--- src/rtl/usb_ep_pkg.sv ---
package usb_ep_pkg;

  typedef enum logic [1:0] {
    EP_ISO  = 2'd0,
    EP_BULK = 2'd1,
    EP_INTR = 2'd2,
    EP_RSVD = 2'd3
  } ep_type_e;

  typedef enum logic [1:0] {
    HS_NONE  = 2'd0,
    HS_ACK   = 2'd1,
    HS_NAK   = 2'd2,
    HS_STALL = 2'd3
  } hs_code_e;

  typedef struct packed {
    logic     en;
    logic     act;
    ep_type_e typ;
    logic     tog;
    logic     odd;
    logic     nak;
    logic     stall;
    logic     snoop;
  } ep_cfg_t;

  localparam int CTRL_EN    = 0;
  localparam int CTRL_ACT   = 1;
  localparam int CTRL_TYP   = 2;
  localparam int CTRL_PID   = 4;
  localparam int CTRL_ODD   = 5;
  localparam int CTRL_NAK   = 6;
  localparam int CTRL_STALL = 7;
  localparam int CTRL_SNOOP = 8;
  localparam int CTRL_MPS   = 16;

endpackage

--- src/rtl/ep_ctrl_reg.sv ---
module ep_ctrl_reg
  import usb_ep_pkg::*;
#(
  parameter int DATA_W = 32,
  parameter int MPS_W  = 11
) (
  input  logic              clk,
  input  logic              rst_n,
  input  logic              wr_ctrl,
  input  logic [DATA_W-1:0] wdata,
  input  logic              tog_flip,
  input  logic              clr_en,
  output ep_cfg_t           cfg,
  output logic [MPS_W-1:0]  mps
);

  ep_cfg_t          cfg_q, cfg_d;
  logic [MPS_W-1:0] mps_q, mps_d;

  logic unused_ctrl_bits;
  assign unused_ctrl_bits = ^{wdata[DATA_W-1:CTRL_MPS+MPS_W], wdata[CTRL_MPS-1:CTRL_SNOOP+1]};

  always_comb begin
    cfg_d = cfg_q;
    mps_d = mps_q;
    if (wr_ctrl) begin
      cfg_d.en    = wdata[CTRL_EN];
      cfg_d.act   = wdata[CTRL_ACT];
      cfg_d.typ   = ep_type_e'(wdata[CTRL_TYP +: 2]);
      cfg_d.tog   = wdata[CTRL_PID];
      cfg_d.odd   = wdata[CTRL_ODD];
      cfg_d.nak   = wdata[CTRL_NAK];
      cfg_d.stall = wdata[CTRL_STALL];
      cfg_d.snoop = wdata[CTRL_SNOOP];
      mps_d       = wdata[CTRL_MPS +: MPS_W];
    end
    if (tog_flip) cfg_d.tog = ~cfg_d.tog;
    if (clr_en)   cfg_d.en  = 1'b0;
  end

  always_ff @(posedge clk or negedge rst_n) begin
    if (!rst_n) begin
      cfg_q <= '0;
      mps_q <= '0;
    end else begin
      cfg_q <= cfg_d;
      mps_q <= mps_d;
    end
  end

  assign cfg = cfg_q;
  assign mps = mps_q;

  // completion always leaves the endpoint disabled
  assert_clr_en_R11: assert property (@(posedge clk) disable iff (!rst_n)
    clr_en |=> !cfg_q.en);

endmodule

--- src/rtl/ep_xfer_cnt.sv ---
module ep_xfer_cnt #(
  parameter int DATA_W = 32,
  parameter int BYTE_W = 19,
  parameter int PKT_W  = 10,
  parameter int LEN_W  = 12
) (
  input  logic              clk,
  input  logic              rst_n,
  input  logic              wr_xfer,
  input  logic [DATA_W-1:0] wdata,
  input  logic              locked,
  input  logic              adv,
  input  logic [LEN_W-1:0]  len,
  output logic [BYTE_W-1:0] bytes,
  output logic [PKT_W-1:0]  pkts
);

  localparam int PKT_LSB = BYTE_W;

  logic [BYTE_W-1:0] bytes_q, bytes_d;
  logic [PKT_W-1:0]  pkts_q, pkts_d;
  logic [BYTE_W-1:0] len_ext;

  logic unused_xfer_bits;
  assign unused_xfer_bits = ^wdata[DATA_W-1:PKT_LSB+PKT_W];

  assign len_ext = BYTE_W'(len);

  always_comb begin
    bytes_d = bytes_q;
    pkts_d  = pkts_q;
    if (adv) begin
      bytes_d = (bytes_q > len_ext) ? bytes_q - len_ext : '0;
      pkts_d  = (pkts_q != '0) ? pkts_q - 1'b1 : '0;
    end else if (wr_xfer && !locked) begin
      bytes_d = wdata[BYTE_W-1:0];
      pkts_d  = wdata[PKT_LSB +: PKT_W];
    end
  end

  always_ff @(posedge clk or negedge rst_n) begin
    if (!rst_n) begin
      bytes_q <= '0;
      pkts_q  <= '0;
    end else begin
      bytes_q <= bytes_d;
      pkts_q  <= pkts_d;
    end
  end

  assign bytes = bytes_q;
  assign pkts  = pkts_q;

  // counters frozen while enabled unless a packet is counted
  assert_lock_R10: assert property (@(posedge clk) disable iff (!rst_n)
    (locked && !adv) |=> ($stable(bytes_q) && $stable(pkts_q)));

  // each counted packet removes exactly one packet
  assert_pkt_dec_R5: assert property (@(posedge clk) disable iff (!rst_n)
    (adv && pkts_q != '0) |=> (pkts_q == $past(pkts_q) - 1'b1));

endmodule

--- src/rtl/ep_resp_dec.sv ---
module ep_resp_dec
  import usb_ep_pkg::*;
#(
  parameter int MPS_W = 11,
  parameter int LEN_W = 12
) (
  input  logic             tok_valid,
  input  logic             tok_dir,
  input  logic             tok_pid,
  input  logic             tok_crc_ok,
  input  logic             tok_frame_odd,
  input  logic [LEN_W-1:0] tok_len,
  input  ep_cfg_t          cfg,
  input  logic [MPS_W-1:0] mps,
  output hs_code_e         code,
  output logic             adv,
  output logic             flip,
  output logic             babble,
  output logic             short_pkt
);

  logic is_iso, crc_pass, too_big;

  assign is_iso    = (cfg.typ == EP_ISO);
  assign crc_pass  = tok_dir || tok_crc_ok || cfg.snoop;
  assign too_big   = !tok_dir && (tok_len > LEN_W'(mps));
  assign short_pkt = (tok_len < LEN_W'(mps));

  always_comb begin
    code   = HS_NONE;
    adv    = 1'b0;
    flip   = 1'b0;
    babble = 1'b0;
    if (tok_valid && cfg.en && cfg.act) begin
      if (cfg.stall) begin
        code = HS_STALL;
      end else if (cfg.nak) begin
        code = HS_NAK;
      end else if (is_iso) begin
        if ((tok_frame_odd == cfg.odd) && crc_pass) begin
          if (too_big) babble = 1'b1;
          else         adv    = 1'b1;
        end
      end else if (crc_pass) begin
        if (too_big) begin
          babble = 1'b1;
        end else begin
          code = HS_ACK;
          if (tok_dir || (tok_pid == cfg.tog)) begin
            adv  = 1'b1;
            flip = 1'b1;
          end
        end
      end
    end
  end

endmodule

--- src/rtl/usb_ep_resp_ctrl.sv ---
module usb_ep_resp_ctrl
  import usb_ep_pkg::*;
#(
  parameter int DATA_W = 32,
  parameter int BYTE_W = 19,
  parameter int PKT_W  = 10,
  parameter int MPS_W  = 11,
  parameter int LEN_W  = MPS_W + 1
) (
  input  logic              clk,
  input  logic              rst_n,
  input  logic              cfg_we,
  input  logic              cfg_addr,
  input  logic [DATA_W-1:0] cfg_wdata,
  input  logic              tok_valid,
  input  logic              tok_dir,
  input  logic              tok_pid,
  input  logic              tok_crc_ok,
  input  logic              tok_frame_odd,
  input  logic [LEN_W-1:0]  tok_len,
  output logic              hs_valid,
  output logic [1:0]        hs_code,
  output logic              hs_pid,
  output logic              xfer_done,
  output logic              babble_err,
  output logic              ep_en,
  output logic              data_pid,
  output logic [BYTE_W-1:0] rem_bytes,
  output logic [PKT_W-1:0]  rem_pkts
);

  logic rst_meta_q, rst_sync_q;

  always_ff @(posedge clk or negedge rst_n) begin
    if (!rst_n) begin
      rst_meta_q <= 1'b0;
      rst_sync_q <= 1'b0;
    end else begin
      rst_meta_q <= 1'b1;
      rst_sync_q <= rst_meta_q;
    end
  end

  ep_cfg_t          cfg;
  logic [MPS_W-1:0] mps;
  hs_code_e         dec_code;
  logic             adv, flip, bab, short_pkt, done_now;

  ep_ctrl_reg #(.DATA_W(DATA_W), .MPS_W(MPS_W)) u_ctrl (
    .clk      (clk),
    .rst_n    (rst_sync_q),
    .wr_ctrl  (cfg_we && !cfg_addr),
    .wdata    (cfg_wdata),
    .tog_flip (flip),
    .clr_en   (done_now),
    .cfg      (cfg),
    .mps      (mps)
  );

  ep_xfer_cnt #(.DATA_W(DATA_W), .BYTE_W(BYTE_W), .PKT_W(PKT_W), .LEN_W(LEN_W)) u_cnt (
    .clk     (clk),
    .rst_n   (rst_sync_q),
    .wr_xfer (cfg_we && cfg_addr),
    .wdata   (cfg_wdata),
    .locked  (cfg.en),
    .adv     (adv),
    .len     (tok_len),
    .bytes   (rem_bytes),
    .pkts    (rem_pkts)
  );

  ep_resp_dec #(.MPS_W(MPS_W), .LEN_W(LEN_W)) u_dec (
    .tok_valid     (tok_valid),
    .tok_dir       (tok_dir),
    .tok_pid       (tok_pid),
    .tok_crc_ok    (tok_crc_ok),
    .tok_frame_odd (tok_frame_odd),
    .tok_len       (tok_len),
    .cfg           (cfg),
    .mps           (mps),
    .code          (dec_code),
    .adv           (adv),
    .flip          (flip),
    .babble        (bab),
    .short_pkt     (short_pkt)
  );

  assign done_now = adv && ((rem_pkts <= PKT_W'(1)) || short_pkt);

  logic       hs_valid_q, hs_valid_d;
  logic [1:0] hs_code_q, hs_code_d;
  logic       hs_pid_q, hs_pid_d;
  logic       done_q, bab_q;

  always_comb begin
    hs_valid_d = tok_valid;
    hs_code_d  = hs_code_q;
    hs_pid_d   = hs_pid_q;
    if (tok_valid) begin
      hs_code_d = dec_code;
      hs_pid_d  = cfg.tog;
    end
  end

  always_ff @(posedge clk or negedge rst_sync_q) begin
    if (!rst_sync_q) begin
      hs_valid_q <= 1'b0;
      hs_code_q  <= 2'd0;
      hs_pid_q   <= 1'b0;
      done_q     <= 1'b0;
      bab_q      <= 1'b0;
    end else begin
      hs_valid_q <= hs_valid_d;
      hs_code_q  <= hs_code_d;
      hs_pid_q   <= hs_pid_d;
      done_q     <= done_now;
      bab_q      <= bab;
    end
  end

  assign hs_valid   = hs_valid_q;
  assign hs_code    = hs_code_q;
  assign hs_pid     = hs_pid_q;
  assign xfer_done  = done_q;
  assign babble_err = bab_q;
  assign ep_en      = cfg.en;
  assign data_pid   = cfg.tog;

  // force-STALL overrides every other rule
  assert_stall_R3: assert property (@(posedge clk) disable iff (!rst_sync_q)
    (tok_valid && cfg.en && cfg.act && cfg.stall) |=> (hs_code_q == 2'd3));

  // a completion pulse is seen with the enable already cleared
  assert_done_clears_R11: assert property (@(posedge clk) disable iff (!rst_sync_q)
    done_q |-> !cfg.en);

  // an oversize packet gets no handshake
  assert_babble_nohs_R12: assert property (@(posedge clk) disable iff (!rst_sync_q)
    bab_q |-> (hs_valid_q && hs_code_q == 2'd0));

endmodule

--- config.mk ---
export PLATFORM = sky130hd
export DESIGN_NAME = usb_ep_resp_ctrl
export DESIGN_NICKNAME = d
export VERILOG_FILES = /design/src/rtl/usb_ep_pkg.sv /design/src/rtl/ep_ctrl_reg.sv /design/src/rtl/ep_xfer_cnt.sv /design/src/rtl/ep_resp_dec.sv /design/src/rtl/usb_ep_resp_ctrl.sv
export SDC_FILE = /design/constraint.sdc
export NUM_CORES = 1
export LEC_CHECK = 0
export ABC_AREA = 0
export BUFFER_PORTS_ARGS = -buffer_cell sky130_fd_sc_hd__buf_4
export CAP_MARGIN = 15
export CORE_MARGIN = 4
export CORE_UTILIZATION = 58
export CTS_CLUSTER_DIAMETER = 150
export DETAILED_ROUTE_END_ITERATION = 10
export MAX_ROUTING_LAYER = met4
export PLACE_DENSITY = 0.88
export SLEW_MARGIN = 5
export SYNTH_ARGS = -nofsm -noshare
export SYNTH_HDL_FRONTEND = slang
export SYNTH_SLANG_ARGS = --single-unit
--- constraint.sdc ---
create_clock -name clk -period 3.05 [get_ports clk]
set_input_delay 0 -clock clk [delete_from_list [all_inputs] [get_ports clk]]
set_output_delay 0 -clock clk [all_outputs]
set_load 0.005 [all_outputs]
==> results_dict.tcl <==
set metrics [dict create \
    min_period_ns 2.850 \
    power.density_nw_per_um2 653.4 \
    gr-total-overflow 0 \
    io_pins 90 \
    area_growth_pct 36.51 \
    ctsResizeCount 0 \
    ff2ff_setup_slack_ns 0.20 \
    cts_root_buf "clkbuf_8" \
    design.core.area_um2 5886 \
    tns_ns 0 \
    cp_max_fo 11 \
    outcome "finished, final reports clean" \
    crit_required_ns 3.28 \
    grt_pass1_vias 3616 \
    io_buffers 86 \
    fin_skew_ns 0.005611 \
    period_share_pct 93.44 \
    hold_viol 0 \
    synth_area_um2 3510 \
    clk_path_buf_depth 2 \
    antenna_left 0 \
    antennaDiodeCount 0 \
    cap_violations 0 \
    synth_top_area_share_pct 40.64 \
    slew_viol_final 0 \
    routed_wl_mm 10.34 \
    wl_met1_mm 4.053 \
    power.leakage_nw 2.303 \
    tightestPinTransition_ns 1.034 \
    final_cells 580 \
    drc 0 \
    yosysWarnings 0 \
    dr_wl_met2_mm 5.123 \
    critPathCaptureType "flop" \
    crit_path_top_delay_cell "o311ai_0" \
    track_usage_pct 30.48 \
    routedWlPerCell_um 17.83 \
    dp_hpwl_mm 7.067 \
    cts_made_buffers 9 \
    cts_max_level 3 \
    drive_above_1_share_pct 25.35 \
    synthFlopType "dfrtp_1" \
    place_inst 532 \
    netlist_top_cells_area "dfrtp_1 (41%), ha_1 (8.9%), mux2i_1 (4.0%)" \
    ys_seq_area_share_pct 40.64 \
    clock_sinks 57 \
    die_w_um 85.79 \
    syn_area_per_cell_um2 9.384 \
    path_buf_inv 0 \
    start_kind "flop" \
    vdd_drop_max_mv 0.4052 \
    clk_latency_ns 0.34 \
    synthCells 374 \
    firstDrtPassIters 5 \
    slew-limit-headroom_pct 30.72 \
    synth_edf_count 0 \
    path_clk_slew_ns 0.07 \
    path_cells "ha_1, a21oi_1, nand2_1, o21a_1, o311ai_0, a211o_1, o22ai_1, a21o_1" \
    layout.nets 579 \
    die_area_um2 7360 \
    wl_met3_um 867 \
    synth_top_area_cell "dfrtp_1" \
    hold_path_class "input pin to flop" \
    rsz0062_at_grt "no" \
    syn-num-nets 453 \
    die_h_um 85.79 \
    fmax_mhz 350.9 \
    grt_max_degree 30 \
    cp.arrival_ns 3.08 \
    rows 28 \
    max_stage_delay_ns 0.56 \
    p_total_mw 3.130 \
    ys_ff_latch 57 \
    setup_viol 0 \
    utilization_pct 81.40 \
    maxUsedRoutingLayer "met4" \
    synth_commonest_cells "dfrtp_1 (57), inv_1 (33), nand2_1 (30)" \
    antenna_found_initial 0 \
    grt_pass1_wl_mm 17.26 \
    synthArstFlopShare_pct 100.0 \
    crit_family "compound AO/OA/AOI/OAI gates" \
    drt-initial-drc-count 223 \
    vias_per_cell 6.047 \
    critical_path_class "flop to flop" \
    globalplace.congestion 0.8847 \
    vias 3507 \
    ys_types 54 \
    cts_tree "yes" \
    synth_most_common_cell "dfrtp_1" \
    initial_core_util_pct 59.63 \
]
## power by group
group | leakage [nW] | total, mW | internal (mW) | switching [mW]
logic | 1.51 | 1.29 | 0.654 | 0.639
clock network | 0.103 | 0.724 | 0.420 | 0.304
registers | 0.693 | 1.11 | 0.925 | 0.188
## metal layers
| layer | global-route usage, % | up-vias |
|---|---|---|
| met2 | 49.79 | 196 |
| met4 | 11.65 | 0 |
| li1 | - | 1606 |
| met3 | 6.724 | 37 |
| met5 | - | - |
| met1 | 37.00 | 1668 |
## logic make-up (layout without fill, tap and decap cells)
group / Yosys count / in the layout / synth area share (%)
compound gates: 107 / 107 / 20.29
simple gates: 100 / 100 / 13.94
flops: 57 / 57 / 40.64
buf+inv: 45 / 176 / 4.920
fa+ha+maj: 26 / 26 / 9.483
mux: 23 / 23 / 6.881
xor+xnor: 15 / 15 / 3.743
other cells: 1 / 1 / 0.1068
## layout by cell type (no fill, tap or decap), types with 3 or more instances in the layout
master / count
or3_1: 7
o22ai_1: 13
nor3_1: 11
a21o_1: 4
a221o_1: 7
a21oi_1: 24
o21ai_0: 24
mux2i_1: 14
dfrtp_1: 56
clkbuf_8: 11
inv_1: 33
o211ai_1: 3
nand3_1: 7
xor2_1: 7
nor4_1: 5
xnor2_1: 8
nand2_1: 30
nor2_1: 21
a22oi_1: 5
dlygate4sd3_1: 32
ha_1: 25
a211oi_1: 5
or2_2: 3
mux2_2: 9
buf_4: 95
o21bai_1: 3
## stage by stage
stage	setup slack (ns)	hold slack, ns	cell area (µm²)
final	0.2000	0.04740	4791
after detailed placement	0.2760	-0.2164	4272
after floorplan	0.6284	-0.2956	3510
after global routing	0.02837	0.06595	4791
after global placement	0.3518	-0.2178	4272
after CTS	0.2766	0.03205	4791
## tightest hold or removal path, cell delays in order
cell     delay [ns]
buf_4          0.10
ha_1           0.16
o22ai_1        0.09
## cell type report
class,instances,area [µm²]
sequential,57,1428
inverter,33,123.9
fill,363,1095
clock buffer,13,158.9
clock inverter,3,40.04
timing repair buffer,127,1033
tap,75,93.84
multi-input combinational,272,1913
## sequential cells by signal, indices dropped and copies added (netlist names)
signal / cells
hs_pid: 1
u_ctrl.mps: 11
rst_sync_q: 1
rst_meta_q: 1
hs_code: 2
babble_err: 1
u_ctrl.cfg: 9
u_cnt.pkts: 10
hs_valid: 1
xfer_done: 1
u_cnt.bytes: 19
## what timing repair did
| action | 4_1_cts | 5_1_grt |
|---|---|---|
| setup buffers | 0 | 0 |
| hold endpoints to repair | 52 | 0 |
| hold buffers | 32 | 0 |
## worst paths after layout
path / from / end / cells after the start
max in group asynchronous: rst_sync_q / hs_code[0] / 1
min: tok_len[0] / u_cnt.bytes[0] / 3
max reg2reg: u_cnt.bytes[4] / u_cnt.bytes[15] / 8
min in group asynchronous: rst_sync_q / u_cnt.bytes[15] / 0
min reg2reg: rst_sync_q / u_cnt.bytes[15] / 0
max: u_cnt.bytes[4] / u_cnt.bytes[15] / 8
No activity file was read; power rests on OpenSTA's default activity.
